**config.mk**
```make
export PLATFORM = sky130hd
export DESIGN_NAME = ibrk_pc_capture
export DESIGN_NICKNAME = d
export VERILOG_FILES = /design/src/rtl/ibrk_pkg.sv /design/src/rtl/ibrk_addr_match.sv /design/src/rtl/ibrk_seq.sv /design/src/rtl/ibrk_capture.sv /design/src/rtl/ibrk_pc_capture.sv
export SDC_FILE = /design/constraint.sdc
export NUM_CORES = 1
export LEC_CHECK = 0
export ABC_CLOCK_PERIOD_IN_PS = 8500
export CORE_MARGIN = 8
export CORE_UTILIZATION = 37
export DETAILED_ROUTE_END_ITERATION = 7
export DONT_BUFFER_PORTS = 1
export PLACE_DENSITY = 0.6
export SLEW_MARGIN = 0
export SYNTH_ARGS = -nofsm -noshare
export SYNTH_HDL_FRONTEND = slang
export SYNTH_HIERARCHICAL = 1
export SYNTH_SLANG_ARGS = --single-unit
```
**constraint.sdc**
```tcl
create_clock -name clk -period 8.5 [get_ports clk]
set_input_delay 1.7 -clock clk [delete_from_list [all_inputs] [get_ports clk]]
set_output_delay 1.7 -clock clk [all_outputs]
set_load 0.05 [all_outputs]
```
**src/rtl/ibrk_pkg.sv**
```systemverilog
package ibrk_pkg;

    localparam int unsigned ADDR_W = 32;
    localparam int unsigned INSN_BYTES = 2;

    typedef enum logic [1:0] {
        MODE_FETCH_PRE  = 2'b00,
        MODE_FETCH_POST = 2'b01,
        MODE_DATA       = 2'b10,
        MODE_NONE       = 2'b11
    } brk_mode_e;

    typedef enum logic [1:0] {
        SQ_IDLE      = 2'b00,
        SQ_SLOT_WAIT = 2'b01,
        SQ_COUNT     = 2'b10
    } seq_state_e;

    typedef struct packed {
        logic              valid;
        logic [ADDR_W-1:0] pc;
        logic              dbranch;
        logic              slot;
        logic [ADDR_W-1:0] target;
    } ex_info_t;

    typedef struct packed {
        logic              fire;
        logic [ADDR_W-1:0] pc;
        logic              imprecise;
    } trig_t;

    function automatic logic [ADDR_W-1:0] next_seq(input logic [ADDR_W-1:0] pc);
        return pc + ADDR_W'(INSN_BYTES);
    endfunction

endpackage

```
**src/rtl/ibrk_addr_match.sv**
```systemverilog
module ibrk_addr_match #(
    parameter int unsigned W = 32
) (
    input  logic [W-1:0] addr,
    input  logic [W-1:0] ref_addr,
    input  logic [W-1:0] mask,
    output logic         hit
);
    logic [W-1:0] bit_ok;

    for (genvar i = 0; i < W; i++) begin : g_bit
        assign bit_ok[i] = mask[i] | ~(addr[i] ^ ref_addr[i]);
    end

    assign hit = &bit_ok;
endmodule

```
**src/rtl/ibrk_seq.sv**
```systemverilog
module ibrk_seq
    import ibrk_pkg::*;
#(
    parameter int unsigned DATA_LAT = 2,
    localparam int unsigned CNT_W = $clog2(DATA_LAT + 1)
) (
    input  logic      clk,
    input  logic      rst,
    input  logic      cfg_en,
    input  brk_mode_e cfg_mode,
    input  ex_info_t  ex,
    input  logic      fetch_hit,
    input  logic      data_hit,
    input  logic      dacc_valid,
    input  logic      pending,
    output logic      inhibit,
    output trig_t     trig
);
    seq_state_e        st, st_n;
    logic [CNT_W-1:0]  cnt, cnt_n;
    logic [ADDR_W-1:0] held_tgt, held_tgt_n;
    logic              held_imp, held_imp_n;

    // Decide, for the instruction in the execute stage, whether a break
    // is taken now, deferred to the slot, or counted out.
    always_comb begin
        st_n       = st;
        cnt_n      = cnt;
        held_tgt_n = held_tgt;
        held_imp_n = held_imp;
        inhibit    = 1'b0;
        trig       = '0;
        unique case (st)
            SQ_IDLE: begin
                if (cfg_en && !pending) begin
                    unique case (cfg_mode)
                        MODE_FETCH_PRE: begin
                            if (ex.valid && fetch_hit) begin
                                trig.fire = 1'b1;
                                if (ex.slot) begin
                                    trig.pc = ex.target;
                                end else begin
                                    trig.pc = ex.pc;
                                    inhibit = 1'b1;
                                end
                            end
                        end
                        MODE_FETCH_POST: begin
                            if (ex.valid && fetch_hit) begin
                                if (ex.slot) begin
                                    trig.fire = 1'b1;
                                    trig.pc   = ex.target;
                                end else if (ex.dbranch) begin
                                    st_n       = SQ_SLOT_WAIT;
                                    held_tgt_n = ex.target;
                                    held_imp_n = 1'b0;
                                end else begin
                                    trig.fire = 1'b1;
                                    trig.pc   = next_seq(ex.pc);
                                end
                            end
                        end
                        MODE_DATA: begin
                            if (dacc_valid && data_hit) begin
                                st_n  = SQ_COUNT;
                                cnt_n = CNT_W'(DATA_LAT);
                            end
                        end
                        default: ;
                    endcase
                end
            end
            SQ_SLOT_WAIT: begin
                if (ex.valid) begin
                    trig.fire      = 1'b1;
                    trig.pc        = held_tgt;
                    trig.imprecise = held_imp;
                    st_n           = SQ_IDLE;
                end
            end
            SQ_COUNT: begin
                if (ex.valid) begin
                    if (cnt == CNT_W'(1)) begin
                        if (ex.slot) begin
                            trig.fire      = 1'b1;
                            trig.pc        = ex.target;
                            trig.imprecise = 1'b1;
                            st_n           = SQ_IDLE;
                        end else if (ex.dbranch) begin
                            st_n       = SQ_SLOT_WAIT;
                            held_tgt_n = ex.target;
                            held_imp_n = 1'b1;
                        end else begin
                            trig.fire      = 1'b1;
                            trig.pc        = next_seq(ex.pc);
                            trig.imprecise = 1'b1;
                            st_n           = SQ_IDLE;
                        end
                    end else begin
                        cnt_n = cnt - CNT_W'(1);
                    end
                end
            end
            default: st_n = SQ_IDLE;
        endcase
    end

    always_ff @(posedge clk) begin
        if (rst) begin
            st       <= SQ_IDLE;
            cnt      <= '0;
            held_tgt <= '0;
            held_imp <= 1'b0;
        end else begin
            st       <= st_n;
            cnt      <= cnt_n;
            held_tgt <= held_tgt_n;
            held_imp <= held_imp_n;
        end
    end
endmodule

```
**src/rtl/ibrk_capture.sv**
```systemverilog
module ibrk_capture
    import ibrk_pkg::*;
(
    input  logic              clk,
    input  logic              rst,
    input  trig_t             trig,
    input  logic              ack,
    output logic              req,
    output logic [ADDR_W-1:0] pc,
    output logic              pending,
    output logic              imprecise
);
    always_ff @(posedge clk) begin
        if (rst) begin
            req       <= 1'b0;
            pc        <= '0;
            pending   <= 1'b0;
            imprecise <= 1'b0;
        end else begin
            req <= trig.fire;
            if (trig.fire) begin
                pending   <= 1'b1;
                pc        <= trig.pc;
                imprecise <= trig.imprecise;
            end else if (ack) begin
                pending <= 1'b0;
            end
        end
    end
endmodule

```
**src/rtl/ibrk_pc_capture.sv**
```systemverilog
module ibrk_pc_capture
    import ibrk_pkg::*;
#(
    parameter int unsigned DATA_LAT = 2
) (
    input  logic        clk,
    input  logic        rst,
    input  logic        cfg_en,
    input  logic [1:0]  cfg_mode,
    input  logic [31:0] cfg_addr,
    input  logic [31:0] cfg_mask,
    input  logic        ex_valid,
    input  logic [31:0] ex_pc,
    input  logic        ex_dbranch,
    input  logic        ex_slot,
    input  logic [31:0] ex_target,
    input  logic        dacc_valid,
    input  logic [31:0] dacc_addr,
    input  logic        brk_ack,
    output logic        ex_inhibit,
    output logic        brk_req,
    output logic [31:0] brk_pc,
    output logic        brk_pending,
    output logic        brk_imprecise
);
    ex_info_t ex;
    trig_t    trig;
    logic     fetch_hit;
    logic     data_hit;

    assign ex = '{valid: ex_valid, pc: ex_pc, dbranch: ex_dbranch,
                  slot: ex_slot, target: ex_target};

    ibrk_addr_match #(.W(ADDR_W)) fetch_cmp_i (
        .addr(ex_pc), .ref_addr(cfg_addr), .mask(cfg_mask), .hit(fetch_hit)
    );

    ibrk_addr_match #(.W(ADDR_W)) data_cmp_i (
        .addr(dacc_addr), .ref_addr(cfg_addr), .mask(cfg_mask), .hit(data_hit)
    );

    ibrk_seq #(.DATA_LAT(DATA_LAT)) seq_i (
        .clk(clk), .rst(rst), .cfg_en(cfg_en),
        .cfg_mode(brk_mode_e'(cfg_mode)), .ex(ex),
        .fetch_hit(fetch_hit), .data_hit(data_hit), .dacc_valid(dacc_valid),
        .pending(brk_pending), .inhibit(ex_inhibit), .trig(trig)
    );

    ibrk_capture cap_i (
        .clk(clk), .rst(rst), .trig(trig), .ack(brk_ack),
        .req(brk_req), .pc(brk_pc), .pending(brk_pending),
        .imprecise(brk_imprecise)
    );
endmodule

```
# == Yosys cells after proc, flatten, opt, wreduce, memory -nomap -nowiden ==
# Cells that the tools add are included.
# totals
reg_bits,72
in_bits,170
output_inout_bits,36
# classes
addsub,2
eq_ne,23
n_mux,56
n_bitwise,192
reduce_logical,14
# op_table
operator,count
2-to-1 mux 32 bit,8
2-to-1 mux 34 bit,5
2-to-1 mux 33 bit,5
one-hot mux 33 bit (3 select lines),1
one-hot mux 33 bit (2 select lines),1
NOT 1 bit,64
OR 1 bit,64
one-hot mux 32 bit (2 select lines),1
AND reduction 32 bit,2
XOR 1 bit,64
adder 32 x 2 -> 32 bit (second input constant),1
2-to-1 mux 2 bit,12
2-to-1 mux 1 bit,18
!= test 2 bit (second input constant),9
AND reduction 6 bit,2
AND reduction 10 bit,1
!= test 3 bit (second input constant),3
AND reduction 9 bit,1
!= test 2 x 1 -> 1 bit (second input constant),4
one-hot mux 2 bit (2 select lines),2
== test 2 x 1 -> 1 bit (second input constant),3
!= test 3 x 2 -> 1 bit (second input constant),2
one-hot mux 2 bit (3 select lines),1
== test 2 bit (second input constant),2
6 further kinds,11

# == Logic depth before layout (Yosys ltp) ==
# Gate-level depths: netlist of the first run.
# depth
ltp_word,10
depth_mapped,13

# == By module ==
# Netlist of the first run, hierarchy kept.
# modules_own_cells
module,instances,cells_per_inst,area_per_inst_um2,seq_area_each_um2
ibrk_seq,1,431,3321.9,740.7
ibrk_capture,1,113,1262.5,700.7
ibrk_addr_match,2,53,414.1,0.0

# == Worst setup path after synthesis of the first run ==
# Ideal clock, no wire load.
# synth_path
path_type,input to output
start,input port cfg_addr[23]
end,output port ex_inhibit
t_arrival_ps,3495
t_required_ps,6800
path_slack_ps,3305
stages,7
path_cell_list,xnor2_1 > o22ai_1 > nor4_1 > and4_1 > nand3b_1 > nor4_2 > buf_4
# synth_between
elab_chain_cells,9
# synth_lines
element,line_no,text
start: declaration,ibrk_pc_capture.sv:10,"input logic [31:0] cfg_addr,"
XOR 1 bit,ibrk_addr_match.sv:12,assign bit_ok[i] = mask[i] | ~(addr[i] ^ ref_addr[i]);
NOT 1 bit,ibrk_addr_match.sv:12,
OR 1 bit,ibrk_addr_match.sv:12,
AND reduction 32 bit,ibrk_addr_match.sv:15,assign hit = &bit_ok;
via fetch_hit,ibrk_pc_capture.sv:28,logic fetch_hit;
logical AND 1 bit,ibrk_seq.sv:38,if (ex.valid && fetch_hit) begin
2-to-1 mux 1 bit,ibrk_seq.sv:38,
2-to-1 mux 1 bit,ibrk_seq.sv:36,unique case (cfg_mode)
2-to-1 mux 1 bit,ibrk_seq.sv:35,if (cfg_en && !pending) begin
2-to-1 mux 1 bit,ibrk_seq.sv:33,unique case (st)
end: declaration,ibrk_pc_capture.sv:20,"output logic ex_inhibit,"
# The timed path passes the listed nets, and every way through them passes these cells.

# == Worst setup path after layout of the first run ==
# layout_path
start,input port cfg_addr[3]
end,output port ex_inhibit
# The elaborated chain is that of the path after synthesis.

==> results of run 1 <==
## final timing paths
check             slack [ns]      endpoint          from  cells past startpoint
hold reg to reg         0.47  seq_i/cnt[1]  seq_i/cnt[1]                      2
setup / recovery        2.48    ex_inhibit   cfg_addr[3]                      7
setup reg to reg        5.50  cap_i/pc[25]   seq_i/st[0]                     10
hold / removal          0.47  seq_i/cnt[1]  seq_i/cnt[1]                      2
## critical path, cell delays in order
cell and delay [ns]:
xnor2_1 0.15, o22ai_1 0.11, nor4_1 0.52, and4_1 0.36, nand3b_1 0.27, nor4_4 0.81, buf_4 0.39
## metal layers
layer,vias to the layer above,GRT usage
li1,2382,-
met1,2392,0.257
met2,269,0.371
met3,30,0.112
met4,0,0.0815
met5,-,0
## cell usage after synthesis, types with 4 or more instances
master / number / area, um2
a211o_1: 4 / 35.0
a21o_1: 9 / 67.6
a21oi_1: 23 / 115
a221oi_1: 9 / 78.8
a22o_1: 13 / 114
a22oi_1: 18 / 135
a31oi_1: 6 / 37.5
and2_1: 10 / 62.6
and3_1: 4 / 25.0
and4_1: 6 / 52.6
buf_2: 8 / 40.0
clkbuf_1: 21 / 78.8
dfxtp_1: 72 / 1440
ha_1: 6 / 75.1
inv_1: 15 / 56.3
mux2i_1: 69 / 691
nand2_1: 23 / 86.3
nand2b_1: 7 / 43.8
nand3_1: 8 / 40.0
nand4_1: 7 / 43.8
nor2_1: 87 / 327
nor2b_1: 4 / 25.0
nor3_1: 10 / 50.1
nor4_1: 21 / 131
o21ai_0: 13 / 65.1
o22ai_1: 38 / 238
o31a_1: 5 / 43.8
o31ai_1: 7 / 52.6
or3_1: 4 / 25.0
or4_1: 4 / 30.0
xnor2_1: 71 / 622
xor2_1: 6 / 52.6
## metrics by stage
step	cells	hold slack (ns)
floorplan	650	0.444
global placement	806	0.447
detailed placement	806	0.460
CTS	822	0.468
global route	822	0.486
finish	822	0.470
## logic make-up after synthesis
family	Yosys count	share of synthesized area
AOI/OAI and AO/OA	162	0.212
DFF	72	0.266
muxes	71	0.132
and+or+nand+nor	210	0.200
buffers and inverters	52	0.0506
adders and majority gates	6	0.0139
xor gates and xnor gates	77	0.125
## registers in the layout, summed over array words and instances (netlist names)
register,cells
cap_i/pc,32
seq_i/held_tgt,32
seq_i/cnt,2
seq_i/st,2
cap_i/imprecise,1
cap_i/pending,1
cap_i/req,1
seq_i/held_imp,1
## power groups by stage
stage / Combinational (mW) / Sequential [mW] / Clock [mW]
floorplan: 0.0702 / 0.345 / 0
global placement: 0.0768 / 0.345 / 0
detailed placement: 0.0777 / 0.345 / 0
CTS: 0.0783 / 0.337 / 0.405
global route: 0.0854 / 0.337 / 0.421
finish: 0.0794 / 0.337 / 0.397
## cell type report
| cell class | instances | area (um2) | area share |
|---|---|---|---|
| multi-input combinational | 526 | 3710 | 0.638 |
| clock buffer | 12 | 256 | 0.0441 |
| clock inverter | 4 | 52.6 | 0.00903 |
| inverter | 15 | 56.3 | 0.00968 |
| tap | 184 | 230 | 0.0396 |
| sequential | 72 | 1440 | 0.248 |
| timing repair buffer | 9 | 67.6 | 0.0116 |
==> out/metrics.yaml, run 1 <==
outcome:
  outcome: "completed"
critical_path:
  cp.required_ns: 6.80
  startpoint_type: "input pin"
  path_class: "in -> out"
  worst_ep_arrival_time_ns: 4.32
  critPathMaxFanout: 13
  endpoint_kind: "primary output"
grt:
  grt_pass1_wl_mm: 32.0
  grtUsageTotal: 0.229
  grt_max_degree: 73
  grt_pass1_vias: 5047
  grt_antenna_before_repair: 0
  gr-total-overflow: 0
power_and_ir_drop:
  pwr-share-seq: 0.414
  cellLeakagePower_nw: 2.15
  p_int_mw: 0.625
  pwr-share-clk: 0.488
  power_frac_comb: 0.098
  netSwitchingPower_mw: 0.189
  switching_share: 0.232
  power_density_nw_per_um2: 140
  power_mw: 0.814
  ir_worst_vdd_uv: 78.2
sta:
  worst_pin_slew_ns: 0.874
  period_needed_ns: 6.02
  finClkSkew_ns: 0.00877
  fmax_ghz: 0.166
  report.final.slew_viol_count: 0
  rsz0062_at_grt: "no"
  tns_ns: 0
  hold_viol: 0
  relSlewSlack: 0.413
  worst_slack_ns: 2.48
  final-setup-viol-count: 0
  period_share: 0.708
clocking:
  hold_buffers: 0
  numCtsBuffers: 9
  cts_root_buf: "clkbuf_16"
  cts_max_path_buffers: 2
  postCtsSetupBuffers: 0
  clkTransAtPathRegs_ns: 0.06
  clkSinkCount: 72
  cts.repair.resized: 0
  htree_levels: 3
  cts_tree: "yes"
  clock_latency_ns: 0.34
drt:
  drt-met1-wl_mm: 8.22
  wl_per_cell_um: 27.2
  post_drt_via_cell_ratio: 6.17
  drtIter0Drc: 470
  antenna_left: 0
  drt_first_pass_iters: 5
  routed-wl-met2_mm: 10.4
  top_layer: "met4"
  drc_errors: 0
  wl_met3_mm: 3.19
  routed_wl_mm: 22.4
  num_vias: 5073
synth:
  synth_edf_count: 0
  synth.net_count: 826
  synth_cell_types: 58
  yosys_register_bits: 72
  ys.flop_type: "dfxtp_1"
  synth-seq-area-share: 0.266
  async_reset_ff_frac: 0
  synth_area_um2: 5410
  syn-instance-count: 650
  postSynthAreaPerCell_um2: 8.33
  yosysWarningCount: 6
floorplan:
  initial_utilization: 0.375
  fp.dieArea_um2: 18800
  die_y_um: 137
  die_w_um: 137
  fp.coreArea_um2: 14400
  num_rows: 44
  ioPinCount: 206
final_layout:
  drive_above_1_share: 0.0564
  final_common_cell: "nor2_1"
  area_growth_pct: 7.49
  diodes: 0
  design_area_um2: 5820
  nets: 809
  fin_util: 0.403
  num-fill-cells: 1500
  final_cell_mix: "86 x nor2_1, 72 x dfxtp_1, 71 x xnor2_1"
place:
  gp_congestion: 0.908
  hpwl_mm: 17.3
  port_buffers: 0
  preCtsSetupSlack_ns: 2.55
  post_dp_cell_area_um2: 5510
flow_run:
  maxCapViolations: 0
worst_hold_path:
  hold_class: "reg -> reg"
No activity file was read; power rests on OpenSTA's default activity.
==> run 2: changes to the inputs <==
ABC_CLOCK_PERIOD_IN_PS = 4900   (was 8500)
PLACE_DENSITY = 0.62   (was 0.6)
clock period = 4.9 ns   (was 8.5 ns; I/O delays follow)
==> run 2 against run 1 <==
Combinational power rose by 71%. Sequential cell count did not move. Setup slack got worse by 1.5 ns. Critical path depth unchanged. Sequential power increased by 74%. First-iteration DRC count up 12%. Non-clock buffer count did not move. Final area rose by 0.41%. Sequential share of layout area fell by 0.10 points. Clock-buffer cell count decreased by 2. Routed wire length decreased by 4.5%. Largest power group unchanged.
==> out/metrics.yaml, run 2 (synthesis results as in run 1) <==
sta:
  fmax_ghz: 0.255
  period_share: 0.800
  report.final.slew_viol_count: 0
  final-setup-viol-count: 0
  finClkSkew_ns: 0.00812
  tns_ns: 0
  fin_hold_ws_ns: 0.482
  hold_viol: 0
  rsz0062_at_grt: "no"
  worst_pin_slew_ns: 1.06
  relSlewSlack: 0.291
  period_needed_ns: 3.92
critical_path:
  path_buf_inv: 1
  cp.required_ns: 3.92
  path_class: "in -> out"
  endpoint_kind: "primary output"
  cp_cell_sequence: "xnor2_1, o22ai_1, nor4_1, and4_1, nand3b_1, nor4_4, buf_4"
  cpPeakStageDelay_ns: 0.48
  crit_slowest_cell: "nor4_1"
  critical_path.top_delay_family: "simple AND/OR/NAND/NOR gates"
  startpoint_type: "input pin"
  worst_ep_arrival_time_ns: 2.94
  critPathMaxFanout: 7
final_layout:
  diodes: 0
  seqCellArea_um2: 1440
  nets: 809
  drive_above_1_share: 0.0565
  largestRegisters: "cap_i/pc x32, seq_i/held_tgt x32"
  final_cell_mix: "86 x nor2_1, 72 x dfxtp_1, 71 x xnor2_1"
  multi_input_comb_area_um2: 3710
  final_common_cell: "nor2_1"
  area_growth_pct: 7.93
  num-fill-cells: 1481
place:
  port_buffers: 0
  hpwl_mm: 16.7
  gp_congestion: 0.872
clocking:
  clkSinkCount: 72
  cts.repair.resized: 0
  hold_buffers: 0
  postCtsSetupBuffers: 0
  cts_tree: "yes"
  htree_levels: 3
  cts_root_buf: "clkbuf_16"
  numCtsBuffers: 9
  clkTransAtPathRegs_ns: 0.06
  clock_latency_ns: 0.35
  cts_max_path_buffers: 2
power_and_ir_drop:
  pwr-share-seq: 0.408
  switching_share: 0.221
  pwr-share-clk: 0.498
  ir_worst_vdd_uv: 165
  power_frac_comb: 0.095
  cellLeakagePower_nw: 2.16
  netSwitchingPower_mw: 0.318
  power_density_nw_per_um2: 246
  p_int_mw: 1.12
floorplan:
  initial_utilization: 0.375
  fp.coreArea_um2: 14400
  num_rows: 44
  die_y_um: 137
  fp.dieArea_um2: 18800
  die_w_um: 137
  ioPinCount: 206
drt:
  antenna_left: 0
  drtIter0Drc: 525
  wl_per_cell_um: 26.0
  drc_errors: 0
  num_vias: 5172
  post_drt_via_cell_ratio: 6.30
  routed_wl_mm: 21.3
  drt_first_pass_iters: 6
worst_hold_path:
  hold_class: "reg -> reg"
flow_run:
  maxCapViolations: 0
grt:
  grt_antenna_before_repair: 0
  grt_pass1_wl_mm: 31.1
  grt_pass1_vias: 5122
  gr-total-overflow: 0
  met3_usage: 0.105
  grt_max_degree: 73
  busiest_layer: "met2"
  gr-usage-met2: 0.351
  use_met1: 0.255
  grtUsageTotal: 0.222
outcome:
  outcome: "completed"
==> run 2: worst paths after layout <==
check / endpoint / slack, ns / from / depth (start not counted)
hold / removal: seq_i/cnt[1] / 0.48 / seq_i/cnt[1] / 2
setup / recovery: ex_inhibit / 0.98 / cfg_addr[3] / 7
hold reg to reg: seq_i/cnt[1] / 0.48 / seq_i/cnt[1] / 2
setup reg to reg: cap_i/pc[18] / 2.11 / seq_i/st[0] / 9
==> run 2: area by class of cell <==
class	count	area share
repair buffers	9	0.0137
inverters	15	0.00964
clock buffers	10	0.0409
clock inverters	5	0.0139
flip-flops and latches	72	0.247
multi-input cells	526	0.636
well taps	184	0.0394
==> run 2: layer usage <==
metal | wire length [um] | up-vias
li1 | - | 2382
met1 | 7870 | 2451
met2 | 9750 | 303
met3 | 3150 | 36
met4 | 569 | 0
met5 | 0 | -
==> run 2: worst min-delay path: cells and delay by family, from the launching register on <==
kind,cells,cell delay (ns)
AOI/OAI and AO/OA,1,0.07
DFF,1,0.29
buffers and inverters,1,0.07
==> run 2: power by group through the flow <==
stage               clock [mW]  combinational [mW]  sequential (mW)
floorplan                    0               0.122            0.598
global placement             0               0.133            0.598
detailed placement           0               0.135            0.598
CTS                      0.731               0.136            0.585
global route             0.757               0.148            0.585
finish                   0.714               0.136            0.585
==> run 2: through the flow <==
stage,utilization,setup slack (ns),total power [mW],instance area (um2),cells
3_3_place_gp,0.383,0.899,0.731,5520,806
4_1_cts,0.405,0.943,1.45,5840,821
2_1_floorplan,-,1.14,0.720,5410,650
3_5_place_dp,0.383,0.953,0.733,5520,806
6_report,0.405,0.978,1.44,5840,821
5_1_grt,0.405,0.841,1.49,5840,821
